### src/rtl/can_bt_pkg.sv
package can_bt_pkg;
  localparam int unsigned TSEG1_W = 4;
  localparam int unsigned TSEG2_W = 3;
  localparam int unsigned CFG_W   = 1 + TSEG2_W + TSEG1_W;
  localparam int unsigned QMAX    = 1 + (1 << TSEG1_W) + (1 << TSEG2_W);
  localparam int unsigned QCNT_W  = $clog2(QMAX);

  typedef struct packed {
    logic               triple;
    logic [TSEG2_W-1:0] tseg2;
    logic [TSEG1_W-1:0] tseg1;
  } bt_cfg_t;

  function automatic logic vote3(input logic [2:0] s);
    return (s[0] & s[1]) | (s[0] & s[2]) | (s[1] & s[2]);
  endfunction
endpackage

### src/rtl/can_tq_prescaler.sv
module can_tq_prescaler #(
  parameter int unsigned PRESC_W = 6
) (
  input  logic               clk_i,
  input  logic               rst_ni,
  input  logic               clr_i,
  input  logic [PRESC_W-1:0] presc_i,
  output logic               tick_o
);
  logic [PRESC_W-1:0] cnt_q;
  logic               wrap;

  // >= keeps the counter bounded if presc_i drops below cnt_q
  assign wrap   = (cnt_q >= presc_i);
  assign tick_o = wrap && !clr_i;

  always_ff @(posedge clk_i or negedge rst_ni) begin
    if (!rst_ni)     cnt_q <= '0;
    else if (clr_i)  cnt_q <= '0;
    else if (wrap)   cnt_q <= '0;
    else             cnt_q <= cnt_q + 1'b1;
  end
endmodule

### src/rtl/can_bit_seq.sv
module can_bit_seq
  import can_bt_pkg::*;
(
  input  logic               clk_i,
  input  logic               rst_ni,
  input  logic               clr_i,
  input  logic               tick_i,
  input  logic [TSEG1_W-1:0] tseg1_i,
  input  logic [TSEG2_W-1:0] tseg2_i,
  output logic               samp_o
);
  logic [QCNT_W-1:0] q_q;
  logic [QCNT_W-1:0] q_last;
  logic [QCNT_W-1:0] q_samp;

  // quantum 0 = sync, 1..L1 = phase 1, L1+1..L1+L2 = phase 2
  assign q_last = QCNT_W'(tseg1_i) + QCNT_W'(tseg2_i) + QCNT_W'(2);
  assign q_samp = QCNT_W'(tseg1_i) + QCNT_W'(1);
  assign samp_o = tick_i && (q_q == q_samp);

  always_ff @(posedge clk_i or negedge rst_ni) begin
    if (!rst_ni)      q_q <= '0;
    else if (clr_i)   q_q <= '0;
    else if (tick_i)  q_q <= (q_q >= q_last) ? '0 : q_q + 1'b1;
  end
endmodule

### src/rtl/can_bit_sampler.sv
module can_bit_sampler
  import can_bt_pkg::*;
(
  input  logic clk_i,
  input  logic rst_ni,
  input  logic tick_i,
  input  logic samp_i,
  input  logic triple_i,
  input  logic rx_i,
  output logic bit_o,
  output logic vld_o
);
  logic [1:0] hist_q;
  logic       bit_q;
  logic       vld_q;
  logic       resolved;

  assign resolved = triple_i ? vote3({hist_q, rx_i}) : rx_i;

  always_ff @(posedge clk_i or negedge rst_ni) begin
    if (!rst_ni) begin
      hist_q <= 2'b11;
      bit_q  <= 1'b1;
      vld_q  <= 1'b0;
    end else begin
      vld_q <= samp_i;
      if (tick_i) hist_q <= {hist_q[0], rx_i};
      if (samp_i) bit_q  <= resolved;
    end
  end

  assign bit_o = bit_q;
  assign vld_o = vld_q;
endmodule

### src/rtl/can_bit_timing.sv
module can_bit_timing
  import can_bt_pkg::*;
#(
  parameter int unsigned PRESC_W = 6
) (
  input  logic               clk_i,
  input  logic               rst_ni,
  input  logic               soft_rst_i,
  input  logic               cfg_we_i,
  input  logic [CFG_W-1:0]   cfg_wdata_i,
  output logic [CFG_W-1:0]   cfg_o,
  input  logic [PRESC_W-1:0] presc_i,
  input  logic               bus_idle_i,
  input  logic               rx_i,
  output logic               bit_o,
  output logic               bit_vld_o,
  output logic               cfg_bad_o
);
  bt_cfg_t cfg_q;
  logic    rx_q;
  logic    hsync;
  logic    clr;
  logic    tick;
  logic    samp;

  always_ff @(posedge clk_i or negedge rst_ni) begin
    if (!rst_ni)                     cfg_q <= '0;
    else if (soft_rst_i && cfg_we_i) cfg_q <= bt_cfg_t'(cfg_wdata_i);
  end

  always_ff @(posedge clk_i or negedge rst_ni) begin
    if (!rst_ni) rx_q <= 1'b1;
    else         rx_q <= rx_i;
  end

  assign hsync = bus_idle_i && rx_q && !rx_i;
  assign clr   = soft_rst_i || hsync;

  can_tq_prescaler #(.PRESC_W(PRESC_W)) i_presc (
    .clk_i   (clk_i),
    .rst_ni  (rst_ni),
    .clr_i   (clr),
    .presc_i (presc_i),
    .tick_o  (tick)
  );

  can_bit_seq i_seq (
    .clk_i   (clk_i),
    .rst_ni  (rst_ni),
    .clr_i   (clr),
    .tick_i  (tick),
    .tseg1_i (cfg_q.tseg1),
    .tseg2_i (cfg_q.tseg2),
    .samp_o  (samp)
  );

  can_bit_sampler i_smp (
    .clk_i    (clk_i),
    .rst_ni   (rst_ni),
    .tick_i   (tick),
    .samp_i   (samp),
    .triple_i (cfg_q.triple),
    .rx_i     (rx_i),
    .bit_o    (bit_o),
    .vld_o    (bit_vld_o)
  );

  assign cfg_o     = cfg_q;
  assign cfg_bad_o = cfg_q.triple && (cfg_q.tseg1 == '0);
endmodule

### config.mk
export PLATFORM = sky130hd
export DESIGN_NAME = can_bit_timing
export DESIGN_NICKNAME = d
export VERILOG_FILES = /design/src/rtl/can_bt_pkg.sv /design/src/rtl/can_tq_prescaler.sv /design/src/rtl/can_bit_seq.sv /design/src/rtl/can_bit_sampler.sv /design/src/rtl/can_bit_timing.sv
export SDC_FILE = /design/constraint.sdc
export NUM_CORES = 1
export LEC_CHECK = 0
export ABC_AREA = 0
export BUFFER_PORTS_ARGS = -buffer_cell sky130_fd_sc_hd__buf_2
export CAP_MARGIN = 20
export CORE_ASPECT_RATIO = 0.7
export CORE_UTILIZATION = 54
export CTS_CLUSTER_SIZE = 40
export DETAILED_ROUTE_END_ITERATION = 7
export GPL_ROUTABILITY_DRIVEN = 0
export PLACE_DENSITY_LB_ADDON = 0.08
export SYNTH_ARGS = -nofsm -noshare
export SYNTH_HDL_FRONTEND = slang
export SYNTH_SLANG_ARGS = --single-unit
### constraint.sdc
create_clock -name clk_i -period 3.4 [get_ports clk_i]
set_clock_uncertainty 0.15 [all_clocks]
set_input_delay 0.68 -clock clk_i [delete_from_list [all_inputs] [get_ports clk_i]]
set_output_delay 0.68 -clock clk_i [all_outputs]
set_load 0.03 [all_outputs]
==> results.ini, run 1 <==
[final_layout]
drive_above_1_share=0.305
regArea_um2=606
fin_area_um2=1790
n_antenna_cell=0
multi_input_area_um2=855
fill_cells=202
area_growth_pct=16.5
layout.nets=218

[yosys]
ys_warn_count=0
synth_edf_count=0
yosys-top-cells-count=22 x ha_1, 20 x dfrtp_1, 17 x inv_1, 10 x mux2_2, 9 x nor2_1
syn-instance-count=142
synth.avg_cell_area_um2=10.8
seq_area_frac_synth=0.394
synth_area_leaders=dfrtp_1 33%, ha_1 18%, mux2_2 7.3%
netlist_area_um2=1540
ys.flop_type=dfrtp_1
synth_cell_types=34
synth_top_area_frac=0.326
async_flop_share=1.00
synth_most_common_cell=ha_1
synth_area_leader_cell=dfrtp_1
synth_nets=185
ys_seq_elements=24

[clock_tree]
cts_buffers=3
clkLatencyLatePin_ps=260
numClockSinks=24
path_clk_slew_ps=80
cts-resized-gates=0
hold_buffers=0
cts_tree=built
clockRootBuffer=clkbuf_8
cts-htree-levels=1
cts_setup_buffers=0
cts.path.max_buffers=2

[placement]
place_area_um2=1720
pre_cts_ws_ps=640
io_buffers=30
hpwl_mm=2.43

[sta]
setup_viol=0
rsz0062_at_grt=no
fmaxAchievable_mhz=358
final_max_slew_viol_count=0
slew_headroom=0.641
setup_tns_ps=0
fin_crit_sh=0.821
layout_setup_ws_ps=608
hold_viol_final=0
period_needed_ps=2790
tightest_slew_ps=538

[floorplanning]
fp.dieH_um=46.6
row_count=15
pin_count=31
core_area_um2=2570
die_w_um=65.7
die-area_um2=3060
start_util=0.597

[grt]
grt_pass1_vias=1051
grt_max_degree=25
grt.overflow.total=0
antenna_found_initial=0
groute.usage.overall=0.216
grt_pass1_wl_mm=4.78

[detailed_routing]
viasPerCell=5.50
final_antenna_net_count=0
first_iter_violations=47
route.met3.wl_um=161
drc=0
drt_pass1_iterations=4
met2WireLength_mm=1.35
top_layer=met4
wirelength_mm=3.03
num_vias=1143
wl_met1_mm=1.51
drt-wirelength-per-cell_um=14.6

[pwr]
ir_drop_mv=0.329
comb_power_share=0.297
power.share.sequential=0.412
power_density_nw_per_um2=473
p_sw_frac=0.302
p_leak_nw=0.915
cellInternalPower_w=0.000590
p_clk_frac=0.291
p_sw_w=0.000256

[critical_path]
required_ps=3440
start_kind=flip-flop
reg2reg_from=cfg_o[1]$_DFFE_PN0P_
cp-endpoint=i_seq.q_q[3]$_DFFE_PN0P_
critical_path_class=flip-flop to flip-flop
cp_max_fo=5
crit_start=cfg_o[1]$_DFFE_PN0P_
reg2reg_setup_slack_ps=610
reg2regPathDepth=11
cp_data_arrival_time_ps=2830
reg2reg_to=i_seq.q_q[3]$_DFFE_PN0P_
endpoint_kind=flip-flop

[job]
drv_cap=0

[outcome]
status=complete, no violations

[min_path]
hp-class=primary input to asynchronous set/reset pin

==> critical path, stage by stage (launching register included) <==
cell       delay, ps
dfrtp_1          410
inv_1             80
ha_1             280
inv_1             50
ha_1             210
fa_1             530
inv_1             40
ha_1             180
a211oi_1         220
o21a_1           200
nand3_1          170
o2bb2ai_1        200
==> flip-flops by register name (all words and copies together), names as in the netlist <==
name / count
cfg_o: 8
i_presc.cnt_q: 6
i_seq.q_q: 5
i_smp.bit_o: 1
i_smp.hist_q: 2
i_smp.vld_o: 1
rx_q: 1
==> kinds of logic after synthesis <==
logic type	after synthesis	share of synthesized area
simple gates	32	0.109
flops	24	0.394
fa+ha+maj	23	0.192
buf+inv	19	0.0489
compound gates	18	0.0856
xor+xnor	14	0.0799
mux	12	0.0896
==> how the worst min path moves through the flow <==
stage,start,endpoint,slack (ps)
4_1_cts,rst_ni,i_smp.vld_o$_DFF_PN0_,240
3_3_place_gp,i_presc.cnt_q[0]$_DFF_PN0_,i_presc.cnt_q[0]$_DFF_PN0_,330
6_report,rst_ni,i_presc.cnt_q[1]$_DFF_PN0_,240
2_1_floorplan,rst_ni,cfg_o[0]$_DFFE_PN0P_,230
3_5_place_dp,i_presc.cnt_q[0]$_DFF_PN0_,i_presc.cnt_q[0]$_DFF_PN0_,330
5_1_grt,rst_ni,i_presc.cnt_q[5]$_DFF_PN0_,260
==> cells in the final DEF (no fill, tap or decap), drive strengths merged <==
master   count
or2          2
nor2         9
nand3b       1
mux2i        1
a21oi        5
xnor2        8
mux2        11
a41oi        1
a211oi       1
a31o         1
inv         17
nand2        4
a31oi        2
o211ai       2
nand4        2
buf         30
and2         1
a21o         2
o21a         1
nor3         1
o2bb2ai      3
dfrtp       20
clkbuf       3
nand3        7
nor4bb       1
bufinv       1
xor2         6
dfstp        4
ha          22
nand2b       3
fa           1
and4         1
==> final cells by class <==
type | instances | area share
multi-input cells | 99 | 0.478
flip-flops and latches | 24 | 0.339
repair buffers | 30 | 0.0840
inverters | 17 | 0.0357
well taps | 34 | 0.0238
clock buffers | 3 | 0.0231
clock inverters | 1 | 0.0168
==> routing by layer <==
| metal | vias to the layer above | track usage |
|---|---|---|
| li1 | 557 | - |
| met1 | 553 | 0.312 |
| met2 | 31 | 0.335 |
| met3 | 2 | 0.0569 |
| met4 | 0 | 0.0261 |
| met5 | - | 0 |
==> stage by stage <==
step / total power, W / utilization / hold slack, ps / std cells
floorplan: 0.000532 / - / 234 / 142
global placement: 0.000590 / 0.668 / 327 / 204
finish: 0.000846 / 0.695 / 237 / 208
CTS: 0.000854 / 0.695 / 243 / 208
global route: 0.000898 / 0.695 / 259 / 208
detailed placement: 0.000604 / 0.668 / 335 / 204
==> power groups by stage <==
stage,logic (W),clock network [W],registers (W)
finish,0.000251,0.000246,0.000348
global route,0.000281,0.000264,0.000353
CTS,0.000254,0.000252,0.000348
detailed placement,0.000251,0,0.000354
global placement,0.000240,0,0.000351
floorplan,0.000160,0,0.000372
No activity file was read; power rests on OpenSTA's default activity.
==> run 2: changes to the inputs <==
ABC_AREA = 1   (was 0)
CORE_UTILIZATION = 50   (was 54)
clock period = 2.3 ns   (was 3.4 ns; I/O delays follow)
==> run 2 against run 1 <==
- the run now ends with negative setup slack left
- largest cell class unchanged
- setup slack got worse by 780 ps
- critical path type unchanged
- sequential power up 43%
- global-route usage increased by 0.089 points
- synthesized cell count increased by 47%
- sequential share of layout area decreased by 5.2 points
- first-iteration DRC count grew 43%
==> results.ini, run 2 <==
[critical_path]
crit_buf_inv=2  ; was 3
endpoint_kind=flip-flop  ; unchanged
crit_start=cfg_o[2]$_DFFE_PN0P_  ; was cfg_o[1]$_DFFE_PN0P_
reg2reg_setup_slack_ps=-180  ; was 610 ps
reg2regPathDepth=10  ; was 11
cp_data_arrival_time_ps=2530  ; was 2830 ps
critPathMaxStageDelay_ps=530  ; about the same
start_kind=flip-flop  ; unchanged
critical_path.top_delay_family=adder cells  ; unchanged
cp_max_fo=5  ; unchanged
worstPathCellList=ha_1 > buf_4 > fa_2 > inv_2 > ha_4 > a21oi_2 > o21ai_1 > nor2_1 > nand2_2 > o21ai_1  ; was inv_1 > ha_1 > inv_1 > ha_1 > fa_1 > inv_1 > ha_1 > a211oi_1 > o21a_1 > nand3_1 > o2bb2ai_1
slowest_stage=fa_2  ; was fa_1
cpMostUsedCell=o21ai_1
cp-endpoint=i_seq.q_q[0]$_DFFE_PN0P_  ; was i_seq.q_q[3]$_DFFE_PN0P_
reg2reg_from=cfg_o[2]$_DFFE_PN0P_  ; was cfg_o[1]$_DFFE_PN0P_
reg2reg_to=i_seq.q_q[0]$_DFFE_PN0P_  ; was i_seq.q_q[3]$_DFFE_PN0P_
required_ps=2350  ; was 3440 ps
crit_cells=10  ; was 11
critical_path_class=flip-flop to flip-flop  ; unchanged

[final_layout]
area_growth_pct=23.3  ; was 16.5%
layout.nets=296  ; was 218
n_antenna_cell=0  ; unchanged
drive_above_1_share=0.329  ; was 0.305
final_cell_mix=43 x nand2_1, 30 x inv_1, 30 x buf_2  ; was 30 x buf_2, 22 x ha_1, 20 x dfrtp_1
mostFrequentLayoutCell=nand2_1  ; was buf_2
largest_reg_flops=8  ; unchanged

[sta]
fin_crit_sh=1.08  ; was 0.821
period_needed_ps=2480  ; was 2790 ps
setup_tns_ps=-822  ; was 0 ps
layout_setup_ws_ps=-177  ; was 608 ps
hold_viol_final=0  ; unchanged
final_max_slew_viol_count=0  ; unchanged
tightest_slew_ps=561  ; was 538 ps
fmaxAchievable_mhz=404  ; was 358 MHz
setup_viol=5  ; was 0
rsz0062_at_grt=yes  ; was no
slew_headroom=0.626  ; was 0.641

[detailed_routing]
viasPerCell=4.72  ; was 5.50
num_vias=1411  ; was 1143
first_iter_violations=67  ; was 47
wirelength_mm=3.51  ; was 3.03 mm
final_antenna_net_count=0  ; unchanged
drt_pass1_iterations=4  ; unchanged
drc=0  ; unchanged
drt-wirelength-per-cell_um=11.7  ; was 14.6 um

[yosys]
ys.flop_type=dfrtp_1  ; unchanged
synth_area_leaders=dfrtp_1 29%, ha_1 16%, nand2_1 9.8%  ; was dfrtp_1 33%, ha_1 18%, mux2_2 7.3%
seq_area_frac_synth=0.353  ; was 0.394
synth_most_common_cell=nand2_1  ; was ha_1
ys_warn_count=0  ; unchanged
synth_cell_types=31  ; was 34
synth_nets=252  ; was 185
yosys-top-cells-count=45 x nand2_1, 34 x inv_1, 22 x ha_1, 22 x nor2_1, 20 x dfrtp_1  ; was 22 x ha_1, 20 x dfrtp_1, 17 x inv_1, 10 x mux2_2, 9 x nor2_1
synth_edf_count=0  ; unchanged
syn-instance-count=209  ; was 142
async_flop_share=1.00  ; unchanged
netlist_area_um2=1720  ; was 1540 um^2
synth_area_leader_cell=dfrtp_1  ; unchanged
synth.avg_cell_area_um2=8.22  ; was 10.8 um^2
ys_seq_elements=24  ; unchanged
synth_top_area_frac=0.291  ; was 0.326

[outcome]
violations=negative setup slack
status=complete, but fails checks  ; was complete, no violations

[placement]
pre_cts_ws_ps=-149  ; was 640 ps
io_buffers=30  ; unchanged
hpwl_mm=2.77  ; was 2.43 mm

[floorplanning]
pin_count=31  ; unchanged
row_count=17  ; was 15
fp.dieH_um=51.0  ; was 46.6 um
start_util=0.535  ; was 0.597
die_w_um=72.1  ; was 65.7 um
core_area_um2=3210  ; was 2570 um^2
die-area_um2=3680  ; was 3060 um^2

[grt]
groute.usage.overall=0.217  ; was 0.216
grt.overflow.total=0  ; unchanged
antenna_found_initial=0  ; unchanged
grt_pass1_vias=1241  ; was 1051
grt_max_degree=25  ; unchanged
grt_pass1_wl_mm=5.92  ; was 4.78 mm

[clock_tree]
hold_buffers=0  ; unchanged
clockRootBuffer=clkbuf_8  ; unchanged
cts_tree=built  ; unchanged
path_clk_slew_ps=80  ; about the same
cts-htree-levels=1  ; unchanged
clkLatencyLatePin_ps=270  ; was 260 ps
cts.path.max_buffers=2  ; unchanged
cts_buffers=3  ; unchanged
numClockSinks=24  ; unchanged

[pwr]
ir_drop_mv=0.400  ; was 0.329 mV
p_leak_nw=1.15  ; was 0.915 nW
power_density_nw_per_um2=618  ; was 473 nW/um^2

[job]
drv_cap=0  ; unchanged

[min_path]
hp-class=primary input to asynchronous set/reset pin  ; unchanged

-- run 2: repair_timing --
item | 4_1_cts | 5_1_grt
setup buffers | 1 | 1
setup endpoints to repair | 5 | 5
endpoints found under the hold margin | 0 | 0
pin swaps | 11 | 11
resized for setup | 5 | 4
-- run 2: layout make-up --
class	count	area, um^2
inverters	38	148
multi-input cells	145	1020
repair buffers	41	233
clock buffers	4	55.1
well taps	47	58.8
fillers	280	1090
flip-flops and latches	24	608
-- run 2: where the power goes --
group	internal, W	switching, W
Sequential	0.000470	0.0000285
Clock	0.000153	0.000138
Combinational	0.000222	0.000297
Total	0.000845	0.000464
-- run 2: kinds of logic after synthesis --
kind of cell | Yosys count | synth area share
adders and majority gates | 23 | 0.172
muxes | 3 | 0.0197
buffers and inverters | 40 | 0.0918
and+or+nand+nor | 91 | 0.244
xor gates and xnor gates | 6 | 0.0306
AOI/OAI and AO/OA | 22 | 0.0896
DFF | 24 | 0.353
-- run 2: worst reg2reg max path, stage by stage (launching register included) --
cell	delay, ps
dfrtp_1	410
ha_1	320
buf_4	150
fa_2	530
inv_2	40
ha_4	220
a21oi_2	140
o21ai_1	70
nor2_1	140
nand2_2	110
o21ai_1	140
-- run 2: per-layer routing --
layer | GRT usage | wire, um
met3 | 0.0473 | 157
met4 | 0.0490 | 24
met1 | 0.343 | 1880
met5 | 0 | 0
met2 | 0.298 | 1450
-- run 2: how the worst min path moves through the flow --
| stage | startpoint | to | slack [ps] | cells past startpoint |
|---|---|---|---|---|
| 2_1_floorplan | rst_ni | cfg_o[0]$_DFFE_PN0P_ | 10 | 0 |
| 3_3_place_gp | i_smp.hist_q[0]$_DFFE_PN1P_ | i_smp.hist_q[0]$_DFFE_PN1P_ | 310 | 2 |
| 3_5_place_dp | i_smp.hist_q[1]$_DFFE_PN1P_ | i_smp.hist_q[1]$_DFFE_PN1P_ | 320 | 2 |
| 4_1_cts | rst_ni | i_presc.cnt_q[0]$_DFF_PN0_ | 30 | 1 |
| 5_1_grt | rst_ni | i_smp.vld_o$_DFF_PN0_ | 60 | 1 |
| 6_report | rst_ni | i_seq.q_q[3]$_DFFE_PN0P_ | 20 | 1 |
-- run 2: stage by stage --
stage / util / area, um^2 / std cells / hold WS [ps] / power [W]
after floorplan: - / 1740 / 209 / 14.4 / 0.000838
after CTS: 0.653 / 2100 / 298 / 32.4 / 0.00130
after detailed placement: 0.625 / 2010 / 293 / 320 / 0.000980
after global placement: 0.625 / 2010 / 293 / 314 / 0.000967
after global routing: 0.660 / 2120 / 299 / 57.4 / 0.00141
final: 0.660 / 2120 / 299 / 20.2 / 0.00131
